`src/rtl/strmove_pkg.sv`:
```
package strmove_pkg;

    typedef enum logic [1:0] {
        SEG_DATA     = 2'd0,
        SEG_EXTRA    = 2'd1,
        SEG_OVERRIDE = 2'd2
    } seg_sel_t;

    typedef enum logic [2:0] {
        ST_IDLE,
        ST_LAUNCH,
        ST_RD_REQ,
        ST_RD_WAIT,
        ST_WR_REQ,
        ST_DONE,
        ST_FAULT
    } seq_state_t;

    function automatic logic [2:0] elem_bytes(input logic [1:0] code);
        unique case (code)
            2'd0:    elem_bytes = 3'd1;
            2'd1:    elem_bytes = 3'd2;
            default: elem_bytes = 3'd4;
        endcase
    endfunction

endpackage

```
`src/rtl/strmove_step.sv`:
```
module strmove_step #(
    parameter int AW = 32
) (
    input  logic [AW-1:0] cur,
    input  logic [2:0]    bytes,
    input  logic          dir,
    input  logic          addr16,
    output logic [AW-1:0] nxt
);
    localparam int LW = 16;

    logic [AW-1:0] wide;
    logic [LW-1:0] narrow;

    always_comb begin
        wide   = dir ? cur - AW'(bytes) : cur + AW'(bytes);
        narrow = dir ? cur[LW-1:0] - LW'(bytes) : cur[LW-1:0] + LW'(bytes);
        nxt    = addr16 ? {cur[AW-1:LW], narrow} : wide;
    end

endmodule

```
`src/rtl/strmove_guard.sv`:
```
module strmove_guard #(
    parameter int AW = 32
) (
    input  logic [AW-1:0] src_eff,
    input  logic [AW-1:0] dst_eff,
    input  logic [2:0]    bytes,
    input  logic [AW-1:0] src_limit,
    input  logic          src_null,
    input  logic [AW-1:0] dst_limit,
    input  logic          dst_null,
    input  logic          dst_writable,
    output logic          flt
);
    localparam int EW = AW + 1;

    logic [EW-1:0] src_last;
    logic [EW-1:0] dst_last;
    logic          src_over;
    logic          dst_over;

    always_comb begin
        src_last = {1'b0, src_eff} + EW'(bytes) - EW'(1);
        dst_last = {1'b0, dst_eff} + EW'(bytes) - EW'(1);
        src_over = src_last > {1'b0, src_limit};
        dst_over = dst_last > {1'b0, dst_limit};
        flt      = src_null | dst_null | ~dst_writable | src_over | dst_over;
    end

endmodule

```
`src/rtl/strmove_seq.sv`:
```
module strmove_seq
    import strmove_pkg::*;
#(
    parameter int AW = 32,
    parameter int CW = 32,
    parameter int DW = 32
) (
    input  logic          clk,
    input  logic          rst_n,
    input  logic          cmd_valid,
    output logic          cmd_ready,
    input  logic [AW-1:0] cmd_src_off,
    input  logic [AW-1:0] cmd_dst_off,
    input  logic [1:0]    cmd_size,
    input  logic          cmd_dir,
    input  logic          cmd_addr16,
    input  logic          cmd_rep,
    input  logic [CW-1:0] cmd_count,
    input  logic          src_ovr_en,
    input  logic [AW-1:0] dseg_limit,
    input  logic          dseg_null,
    input  logic [AW-1:0] oseg_limit,
    input  logic          oseg_null,
    input  logic [AW-1:0] xseg_limit,
    input  logic          xseg_null,
    input  logic          xseg_writable,
    output logic          mem_req_valid,
    input  logic          mem_req_ready,
    output logic          mem_we,
    output logic [1:0]    mem_seg,
    output logic [1:0]    mem_size,
    output logic [AW-1:0] mem_addr,
    output logic [DW-1:0] mem_wdata,
    input  logic          mem_rdata_valid,
    input  logic [DW-1:0] mem_rdata,
    output logic          done,
    output logic          fault,
    output logic [AW-1:0] res_src_off,
    output logic [AW-1:0] res_dst_off,
    output logic [CW-1:0] res_count
);
    localparam int LW = 16;

    seq_state_t    state_q, state_d;
    logic [AW-1:0] src_q, dst_q;
    logic [CW-1:0] cnt_q;
    logic [1:0]    size_q;
    logic          dir_q, a16_q, rep_q, ovr_q;
    logic [DW-1:0] data_q;

    logic [2:0]    step_bytes;
    logic [AW-1:0] src_eff, dst_eff, src_nxt, dst_nxt;
    logic          chk_flt;
    logic          last_elem;
    logic          cnt_zero;

    always_comb begin
        step_bytes = elem_bytes(size_q);
        src_eff    = a16_q ? {{(AW-LW){1'b0}}, src_q[LW-1:0]} : src_q;
        dst_eff    = a16_q ? {{(AW-LW){1'b0}}, dst_q[LW-1:0]} : dst_q;
        cnt_zero   = (cnt_q == '0);
        last_elem  = !rep_q || (cnt_q == CW'(1));
    end

    strmove_step #(.AW(AW)) u_src_step (
        .cur(src_q), .bytes(step_bytes), .dir(dir_q), .addr16(a16_q), .nxt(src_nxt)
    );

    strmove_step #(.AW(AW)) u_dst_step (
        .cur(dst_q), .bytes(step_bytes), .dir(dir_q), .addr16(a16_q), .nxt(dst_nxt)
    );

    strmove_guard #(.AW(AW)) u_guard (
        .src_eff(src_eff),
        .dst_eff(dst_eff),
        .bytes(step_bytes),
        .src_limit(ovr_q ? oseg_limit : dseg_limit),
        .src_null(ovr_q ? oseg_null : dseg_null),
        .dst_limit(xseg_limit),
        .dst_null(xseg_null),
        .dst_writable(xseg_writable),
        .flt(chk_flt)
    );

    // next-state logic
    always_comb begin
        state_d = state_q;
        unique case (state_q)
            ST_IDLE:    if (cmd_valid) state_d = ST_LAUNCH;
            ST_LAUNCH: begin
                if (rep_q && cnt_zero)  state_d = ST_DONE;
                else if (chk_flt)       state_d = ST_FAULT;
                else                    state_d = ST_RD_REQ;
            end
            ST_RD_REQ:  if (mem_req_ready) state_d = ST_RD_WAIT;
            ST_RD_WAIT: if (mem_rdata_valid) state_d = ST_WR_REQ;
            ST_WR_REQ:  if (mem_req_ready) state_d = last_elem ? ST_DONE : ST_LAUNCH;
            ST_DONE:    state_d = ST_IDLE;
            ST_FAULT:   state_d = ST_IDLE;
            default:    state_d = ST_IDLE;
        endcase
    end

    // state register
    always_ff @(posedge clk) begin
        if (!rst_n) state_q <= ST_IDLE;
        else        state_q <= state_d;
    end

    // working registers
    always_ff @(posedge clk) begin
        if (!rst_n) begin
            src_q  <= '0;
            dst_q  <= '0;
            cnt_q  <= '0;
            size_q <= '0;
            dir_q  <= 1'b0;
            a16_q  <= 1'b0;
            rep_q  <= 1'b0;
            ovr_q  <= 1'b0;
            data_q <= '0;
        end else begin
            if (state_q == ST_IDLE && cmd_valid) begin
                src_q  <= cmd_src_off;
                dst_q  <= cmd_dst_off;
                cnt_q  <= cmd_count;
                size_q <= cmd_size;
                dir_q  <= cmd_dir;
                a16_q  <= cmd_addr16;
                rep_q  <= cmd_rep;
                ovr_q  <= src_ovr_en;
            end
            if (state_q == ST_RD_WAIT && mem_rdata_valid) data_q <= mem_rdata;
            if (state_q == ST_WR_REQ && mem_req_ready) begin
                src_q <= src_nxt;
                dst_q <= dst_nxt;
                if (rep_q) cnt_q <= cnt_q - CW'(1);
            end
        end
    end

    // outputs
    always_comb begin
        cmd_ready     = (state_q == ST_IDLE);
        mem_req_valid = (state_q == ST_RD_REQ) || (state_q == ST_WR_REQ);
        mem_we        = (state_q == ST_WR_REQ);
        mem_seg       = mem_we ? SEG_EXTRA : (ovr_q ? SEG_OVERRIDE : SEG_DATA);
        mem_addr      = mem_we ? dst_eff : src_eff;
        mem_size      = size_q;
        mem_wdata     = data_q;
        done          = (state_q == ST_DONE) || (state_q == ST_FAULT);
        fault         = (state_q == ST_FAULT);
        res_src_off   = src_q;
        res_dst_off   = dst_q;
        res_count     = cnt_q;
    end


    done_pulse_chk: assert property (@(posedge clk) disable iff (!rst_n)
        done |=> !done);

    fault_with_done_chk: assert property (@(posedge clk) disable iff (!rst_n)
        fault |-> done);

    req_hold_chk: assert property (@(posedge clk) disable iff (!rst_n)
        (mem_req_valid && !mem_req_ready) |=>
            (mem_req_valid && $stable(mem_addr) && $stable(mem_we)));

    wr_seg_chk: assert property (@(posedge clk) disable iff (!rst_n)
        (mem_req_valid && mem_we) |-> (mem_seg == 2'd1));

    idle_quiet_chk: assert property (@(posedge clk) disable iff (!rst_n)
        cmd_ready |-> (!mem_req_valid && !done));

    addr16_upper_chk: assert property (@(posedge clk) disable iff (!rst_n)
        (mem_req_valid && a16_q) |-> (mem_addr[AW-1:LW] == '0));

endmodule

```
`config.mk`:
```
export PLATFORM = sky130hd
export DESIGN_NAME = strmove_seq
export DESIGN_NICKNAME = d
export VERILOG_FILES = /design/src/rtl/strmove_pkg.sv /design/src/rtl/strmove_step.sv /design/src/rtl/strmove_guard.sv /design/src/rtl/strmove_seq.sv
export SDC_FILE = /design/constraint.sdc
export NUM_CORES = 1
export LEC_CHECK = 0
export BUFFER_PORTS_ARGS = -buffer_cell sky130_fd_sc_hd__buf_2
export CAP_MARGIN = 25
export CORE_MARGIN = 3
export CORE_UTILIZATION = 55
export CTS_CLUSTER_SIZE = 16
export DETAILED_ROUTE_END_ITERATION = 10
export GPL_TIMING_DRIVEN = 0
export PLACE_DENSITY = 0.92
export REMOVE_ABC_BUFFERS = 1
export SLEW_MARGIN = 20
export SYNTH_ARGS = -nofsm -noshare
export SYNTH_HDL_FRONTEND = slang
export SYNTH_SLANG_ARGS = --single-unit
export TNS_END_PERCENT = 5
```
`constraint.sdc`:
```
create_clock -name clk -period 6.5 [get_ports clk]
set_clock_uncertainty 0.2 [all_clocks]
set_input_delay 0.325 -clock clk [delete_from_list [all_inputs] [get_ports clk]]
set_output_delay 0.325 -clock clk [all_outputs]
set_load 0.1 [all_outputs]
```
* After elaboration in Yosys (flattened, before gate mapping)
Cells that the tools add are included.
Widths: inputs -> output; s select.
** Storage, ports and cells
- Output and inout bits :: 169
- Bits in registers :: 137
- Logic and storage cells :: 88
- Input port bits :: 239
** Cells by class
- Magnitude comparators :: 2
- Reductions and logical operators :: 14
- Mux-type cells :: 29
- Add/sub/neg operators :: 13
- Bitwise logic cells :: 5
- Eq/ne operators :: 13
** Operators with widths (number)
- $mux 32 :: 15
- $add 32x3->33 :: 2
- $gt 33x32->1 :: 2
- $sub 33x1->33 const B :: 2
- $add 32x3->32 :: 2
- $sub 32x3->32 :: 2
- $add 16x3->16 :: 2
- $eq 32x1->1 const B :: 1
- $logic_not 32->1 :: 1
- $mux 16 :: 2
- $sub 16x3->16 :: 2
- $sub 32x1->32 const B :: 1
- $mux 3 :: 7
- $pmux 3 s5 :: 1
- $ne 2x2->1 const B :: 5
- $eq 3x3->1 const B :: 3
- $eq 3x2->1 const B :: 2
- $pmux 3 s2 :: 1
- $logic_and 1x1->1 :: 4
- $mux 2 :: 2
- $or 1x1->1 :: 4
- $reduce_and 4->1 :: 1
- $eq 3x1->1 const B :: 1
- $logic_not 3->1 :: 1
- 8 further kinds :: 10

* Logic depth before layout (Yosys ltp)
Gate-level depths: netlist of the first run.
- Depth after elaboration :: 10
- Gate-level depth with buffers :: 25
- Gate-level depth less buffers :: 25

* By module
A second synthesis of the first run with hierarchy kept.
** Unflattened totals
- Cells, all modules :: 2302
- Area, all modules :: 16612.2 µm²
** Modules (own cells, without submodules)
- strmove_seq :: instances 1, cells each 947, area each 7413.4 µm²
- strmove_guard :: instances 1, cells each 760, area each 5190.0 µm²
- strmove_step (u_src_step) :: instances 1, cells each 321, area each 2140.8 µm²
- strmove_step (u_dst_step) :: instances 1, cells each 274, area each 1868.0 µm²

* Least setup slack after synthesis of the first run
No wires, ideal clock.
- Path type :: reg2reg
- From :: register size_q[1] (netlist: mem_size[1])
- To :: register state_q[2]
- Setup slack :: 0.889 ns
- Stages on the path, launching flop included :: 23
- Arrival time :: 5.273 ns
- Buffers on the path :: 0
- Library setup time :: 0.138 ns
- Cell sequence :: dfxtp_1 inv_1 ha_1 inv_1 ha_1 a211oi_1 o21a_1 o311a_1 o31a_1 o21ai_2 a21oi_2 o22a_1 o31ai_1 xor2_1 ha_1 a21o_1 a21oi_1 and3b_1 o211ai_1 nor3_1 nand2_1 a2111oi_0 a31oi_1
** On the way
- Longest elaborated chain between the ends :: 10
- Elaborated cells on any way between the ends :: 14
- Those cells by class :: 4 x add/sub; 2 x order compare; 1 x eq/ne; 4 x mux; 2 x bitwise; 1 x reduce/logical
** RTL lines
- start: declaration :: RTL line strmove_seq.sv:47 : logic [1:0] size_q;
- start signal: assignment :: RTL line strmove_seq.sv:127 : size_q <= cmd_size;
- $eq 2x1->1 or $logic_not 2->1 (tied branches) :: RTL line strmove_pkg.sv:20 : unique case (code)
- $pmux 3 s2 (*) :: RTL line strmove_pkg.sv:20
- $add 32x3->33 :: RTL line strmove_guard.sv:22 : src_last = {1'b0, src_eff} + EW'(bytes) - EW'(1);
- $sub 33x1->33 :: RTL line strmove_guard.sv:22
- $gt 33x32->1 :: RTL line strmove_guard.sv:24 : src_over = src_last > {1'b0, src_limit};
- $or 1x1->1 :: RTL line strmove_guard.sv:26 : flt = src_null | dst_null | ~dst_writable | src_over | dst_over;
- $or 1x1->1 (*) :: RTL line strmove_guard.sv:26
- $mux 3 (*) :: RTL line strmove_seq.sv:92 : else if (chk_flt) state_d = ST_FAULT;
- $mux 3 (*) :: RTL line strmove_seq.sv:91 : if (rep_q && cnt_zero) state_d = ST_DONE;
- $pmux 3 s5 (*) :: RTL line strmove_seq.sv:88 : unique case (state_q)
- end signal: assignment :: RTL line strmove_seq.sv:107 : else state_q <= state_d;
- end: declaration :: RTL line strmove_seq.sv:44 : seq_state_t state_q, state_d;
Every way passes the cells marked *; elsewhere a longest branch is shown, timed or not.
A chain may end at the register's enable or synchronous reset.

* Worst setup path after layout of the first run
- From :: register size_q[0] (netlist: mem_size[0])
- To :: register state_q[2]
Same word-level chain as after synthesis.

==> out/metrics.yaml, run 1 <==
status:
  outcome: "completed"
drt:
  antenna_left: 0
  post_drt_wl_per_cell_um: 18.9
  vias_per_cell: 6.19
  drtPass1Iterations: 6
  drc: 0
  routed_wl_um: 53400
  vias: 17471
  drt_iter0_drc: 1681
global_routing:
  antenna_found_initial: 1
  grt_overflow: 0
  grt_use_total: 0.348
  first_global_vias: 16503
  grt_max_degree: 64
  grt_pass1_wl_um: 82200
synth:
  synth-simple-area-share: 0.213
  synth_edf_count: 0
  yosys_warnings: 0
  async_reset_ff_frac: 0
  synth.distinct_cells: 84
  ys_ff_latch: 137
  synth_top_area_frac: 0.185
  synthAdderAreaFrac: 0.172
  synthMuxAreaShare: 0.0288
  synth_area_leaders: "dfxtp_1, ha_1, a21oi_1"
  syn_area_um2: 14800
  yosysTopAreaCell: "dfxtp_1"
  seq_area_frac_synth: 0.185
  synth.avg_cell_area_um2: 7.25
  synth_cells: 2043
  synth_xor_area_frac: 0.0597
  ys.flop_type: "dfxtp_1"
  synth_top_family_by_area: "compound AO/OA/AOI/OAI gates"
  synth_compound_area_frac: 0.283
clock_tree:
  cts-root-buf: "clkbuf_16"
  cts_tree: "done"
  h-tree-depth: 4
  post-cts-setup-buffer-count: 0
  cts_max_path_buffers: 2
  cts_sinks: 137
  cts_resized: 0
  clkTransAtPathRegs_ns: 0.07
  cts_made_buffers: 17
  insertion_delay_ns: 0.43
finish:
  synthToLayoutAreaGrowth_pct: 24.9
  drive_gt1_frac: 0.194
  final_area_um2: 18500
  fin_util: 0.704
  n_fill_cell: 2171
  multi_input_area_um2: 11200
  layout.nets: 2912
  register_area_um2: 2750
floorplan:
  start_util: 0.564
  core_um2: 26300
  die_w_um: 170
  fp.dieH_um: 170
  io_pins: 408
  num_rows: 59
  die_area_um2: 28900
worst_setup_path:
  critPathCaptureType: "flip-flop"
  cpMostUsedCell: "a21oi_1"
  worstPathMaxFanout: 4
  required_ns: 6.59
  critPathLaunchType: "flip-flop"
  critPathSlowestCell: "a2111oi_0"
  slowest_delay_ns: 0.40
  critical_path_class: "reg -> reg"
  cp_data_arrival_time_ns: 5.95
  path_cells: "nor2b_1, inv_1, ha_1, inv_1, ha_1, inv_1, fa_1, nand2b_1, a21oi_1, o211a_1, a2bb2oi_1, o21ai_0, a21oi_1, a21oi_1, a21bo_2, xnor2_1, ha_1, a21oi_1, and3b_1, o211ai_1, nor3_1, nand2_1, a2111oi_0, a31oi_1"
sta:
  max_slew_margin: 0.317
  drv_slew: 0
  fin_crit_ns: 5.86
  setup_tns_ns: 0
  fmax_mhz: 171
  setup_violations: 0
  grt_setup_unrepaired: "false"
  fin_crit_sh: 0.902
  hold_viol: 0
  tightest_slew_ns: 1.02
place:
  port_buffers: 407
  hpwl_um: 39700
  dpl_cell_area_um2: 17200
  globalplace.congestion: 0.959
flow_run:
  drv_cap: 0
worst_hold_path:
  min_path_type: "in -> reg"
## routing by layer
metal	up-vias	share of wire	global-route usage
li1	8258	-	-
met1	7988	0.40	0.438
met2	991	0.45	0.569
met3	234	0.091	0.0667
met4	0	0.055	0.173
met5	-	0	0
## placed cells by master (no fill, tap or decap), drive strengths merged, types with 7 or more instances in the layout
cell,netlist,layout
buf,9,418
nand2,265,265
a21oi,227,227
ha,197,197
inv,145,149
o21ai,148,148
nor2,147,147
dfxtp,137,137
xnor2,76,76
dlygate4sd3,0,73
a21o,53,53
nand2b,52,52
o211ai,41,41
nor3,38,38
mux2i,37,37
nand3,35,35
o21a,33,33
nor2b,26,26
xor2,25,25
nand4,23,23
and3,22,22
clkbuf,72,20
a221oi,17,17
or3,17,17
a31oi,16,16
o21bai,15,15
a211oi,14,14
a311oi,11,11
nor4,10,10
o22ai,9,9
a2111oi,8,8
o31ai,7,7
and2,7,7
## sequential cells by signal, indices dropped and copies added (netlist names)
name / cells
dir_q: 1
res_src_off: 32
ovr_q: 1
a16_q: 1
mem_size: 2
state_q: 3
mem_wdata: 32
res_count: 32
rep_q: 1
res_dst_off: 32
## final cells by class
cell class / instances / area share
inverters: 145 / 0.0297
diodes: 2 / 0.000271
clock buffers: 20 / 0.0236
repair buffers: 491 / 0.161
clock inverters: 12 / 0.00636
flip-flops and latches: 137 / 0.149
well taps: 335 / 0.0227
multi-input cells: 1680 / 0.608
## what timing repair did
action	CTS	global route
setup endpoints to repair	0	0
hold buffers	73	0
endpoints found under the hold margin	73	0
## path summary, 6_finish.rpt
kind / startpoint / slack, ns / cells past startpoint / end
worst max-delay path: mem_size[0] / 0.64 / 24 / state_q[2]
worst min-delay path: cmd_count[21] / 0.01 / 3 / res_count[21]
worst max register to register: mem_size[0] / 0.64 / 24 / state_q[2]
worst min register to register: mem_wdata[15] / 0.26 / 2 / mem_wdata[15]
## worst max-delay path: cells and delay by family (launching register included)
family	cells	cell delay, ns
flops	1	0.37
compound gates	11	2.71
xor+xnor	1	0.13
buf+inv	3	0.27
fa+ha+maj	4	1.19
simple gates	5	0.86
## logic make-up after synthesis
logic type | Yosys count
buf+inv | 226
flops | 137
simple gates | 672
fa+ha+maj | 201
compound gates | 664
xor+xnor | 101
mux | 42
## Yosys cell counts (all sizes together), types with 33 or more instances
cell and n:
o21a 33, nand3 35, nor2 147, dfxtp 137, xnor2 76, nand2 265, nor3 38, a21o 53
o211ai 41, nand2b 52, mux2i 37, clkbuf 72, a21oi 227, ha 197, inv 145, o21ai 148
## stage by stage
| stage | worst slack (ns) | hold WS [ns] | std cells |
|---|---|---|---|
| floorplan | -3.35 | 0.241 | 1962 |
| global route | 0.169 | 0.0159 | 2821 |
| global placement | -4.83 | 0.239 | 2704 |
| finish | 0.637 | 0.0129 | 2822 |
| detailed placement | 0.707 | 0.244 | 2715 |
| CTS | 0.662 | 0.00285 | 2820 |
Power of run 1 is not shown: default switching activity piles up to over one toggle a cycle in this logic, so the estimate is an artifact.
==> inputs of run 2 (changes only) <==
==> constraint.sdc (replaced) <==
create_clock -name clk -period 5.9 [get_ports clk]
set_clock_uncertainty 0.2 [all_clocks]
set_input_delay 0.295 -clock clk [delete_from_list [all_inputs] [get_ports clk]]
set_output_delay 0.295 -clock clk [all_outputs]
set_load 0.1 [all_outputs]
==> run 2 against run 1 <==
Net effect: clock-buffer cell count unchanged; setup slack got worse by 0.29 ns; sequential share of layout area decreased by 0.16 points; first-iteration DRC count increased by 0.95%; die area unchanged; maximum frequency increased by 5.5%; global-route usage increased by 0.26 points; design area increased by 1.1%; non-clock buffer count increased by 14; core utilization increased by 0.75 points; sequential cell count unchanged; critical path type unchanged; highest routed layer unchanged.
==> out/metrics.yaml, run 2 (synthesis gave the netlist of run 1 again) <==
worst_setup_path:
  critical_path_class: "reg -> reg"
  cp_data_arrival_time_ns: 5.64  # -0.31 ns
  worstPathMaxFanout: 4  # unchanged
  critPathLaunchType: "flip-flop"
  critPathCaptureType: "flip-flop"
  required_ns: 5.99  # -0.60 ns
sta:
  setup_violations: 0  # unchanged
  grt_setup_unrepaired: "false"
  fin_crit_sh: 0.942  # +0.0395
  drv_slew: 0  # unchanged
  fin_crit_ns: 5.55  # -0.308 ns
  fmax_mhz: 180  # +5.5%
  tightest_slew_ns: 1.04  # +0.0143 ns
  hold_ws_ns: 0.00239  # -0.0106 ns
  hold_viol: 0  # unchanged
  max_slew_margin: 0.307  # -0.00952
finish:
  multi_input_area_um2: 11300  # +0.49%
  register_area_um2: 2750  # unchanged
  layout.nets: 2926  # +0.48%
  drive_gt1_frac: 0.196  # +0.00211
  n_fill_cell: 2142  # -1.3%
  synthToLayoutAreaGrowth_pct: 26.2
  layout_common_cells: "buf_2, nand2_1, a21oi_1"
  mostFrequentLayoutCell: "buf_2"
  final_area_um2: 18700  # +1.1%
drt:
  vias_per_cell: 6.18  # -0.15%
  routed_wl_um: 53900  # +0.96%
  antenna_left: 0  # unchanged
  vias: 17537  # +0.38%
  post_drt_wl_per_cell_um: 19.0  # +0.43%
  drc: 0  # unchanged
  drtPass1Iterations: 6  # unchanged
  drt_iter0_drc: 1697  # +0.95%
clock_tree:
  cts_tree: "done"
  cts-root-buf: "clkbuf_16"
  insertion_delay_ns: 0.43  # about the same
  cts_sinks: 137  # unchanged
  cts_made_buffers: 17  # unchanged
  cts_max_path_buffers: 2  # unchanged
  h-tree-depth: 4  # unchanged
  clkTransAtPathRegs_ns: 0.07  # about the same
global_routing:
  antenna_found_initial: 1  # unchanged
  grt_use_total: 0.350  # +0.00258
  first_global_vias: 16695  # +1.2%
  grt_pass1_wl_um: 82900  # +0.76%
  grt_overflow: 0  # unchanged
  grt_max_degree: 64  # unchanged
status:
  outcome: "completed"
floorplan:
  fp.dieH_um: 170  # unchanged
  die_area_um2: 28900  # unchanged
  num_rows: 59  # unchanged
  io_pins: 408  # unchanged
  start_util: 0.564  # unchanged
  core_um2: 26300  # unchanged
  die_w_um: 170  # unchanged
place:
  port_buffers: 407  # unchanged
  dpl_cell_area_um2: 17200  # unchanged
  globalplace.congestion: 0.959  # unchanged
  hpwl_um: 39700  # unchanged
flow_run:
  drv_cap: 0  # unchanged
worst_hold_path:
  min_path_type: "in -> reg"
[run 2: changes by cell type in the layout (fill, tap and decap cells not counted), moves of 2 or more]
cell	change
a21oi_2	+3
a21oi_1	-3
o21ai_2	-2
o31ai_2	+2
o21ai_4	+2
dlygate4sd3_1	+14
o31ai_1	-2
[run 2: worst paths after layout]
| path | start | end | slack, ns | cells past startpoint |
|---|---|---|---|---|
| worst max-delay path | mem_size[0] | state_q[2] | 0.35 | 24 |
| worst min-delay path | cmd_count[17] | res_count[17] | 0.002 | 3 |
| worst max register to register | mem_size[0] | state_q[2] | 0.35 | 24 |
| worst min register to register | mem_wdata[2] | mem_wdata[2] | 0.26 | 2 |
[run 2: through the flow]
stage	TNS (ns)	instances	setup slack, ns	util
finish	0	2837	0.345	0.711
global route	0	2835	0.00114	0.711
CTS	0	2834	0.0624	0.709
detailed placement	0	2715	0.107	0.655
global placement	-193.23	2704	-5.43	0.645
floorplan	-250.43	1962	-3.95	-
[run 2: area by class of cell]
class                      count  share of cell area
clock inverter                12             0.00629
sequential                   137               0.147
timing repair buffer         505               0.167
tap                          335              0.0224
antenna                        3            0.000402
multi-input combinational   1680               0.604
clock buffer                  20              0.0234
inverter                     145              0.0294
[run 2: layer usage]
layer  wire (µm)  GRT usage  vias to the layer above
met5           0          0                        -
met4        3020      0.180                        0
met3        4790     0.0655                      239
met2       24700      0.576                      985
met1       21400      0.438                     8038
li1            -          -                     8275
[run 2: what timing repair did]
item,in CTS,in global routing
gates resized for setup,0,13
hold buffers,87,0
endpoints found under the setup margin,0,1
hold endpoints to repair,87,0
setup buffers,0,0
[run 2: worst max-delay path, cell delays in order, from the launching register on]
cell and delay, ns:
dfxtp_1 0.36, nor2b_1 0.18, inv_1 0.11, ha_1 0.29, inv_1 0.06, ha_1 0.18
inv_1 0.07, fa_1 0.41, nor2b_1 0.21, o211ai_1 0.16, a21bo_2 0.24, a31o_2 0.28
o21ai_4 0.23, a41oi_2 0.20, o31ai_2 0.36, a31oi_1 0.13, nor3_1 0.22, ha_1 0.29
nor2b_1 0.13, o21ai_0 0.19, nand2_1 0.11, a31oi_1 0.17, a21oi_1 0.18, a2111oi_0 0.32
a31oi_1 0.13
Power of run 2 is left out for the same reason.
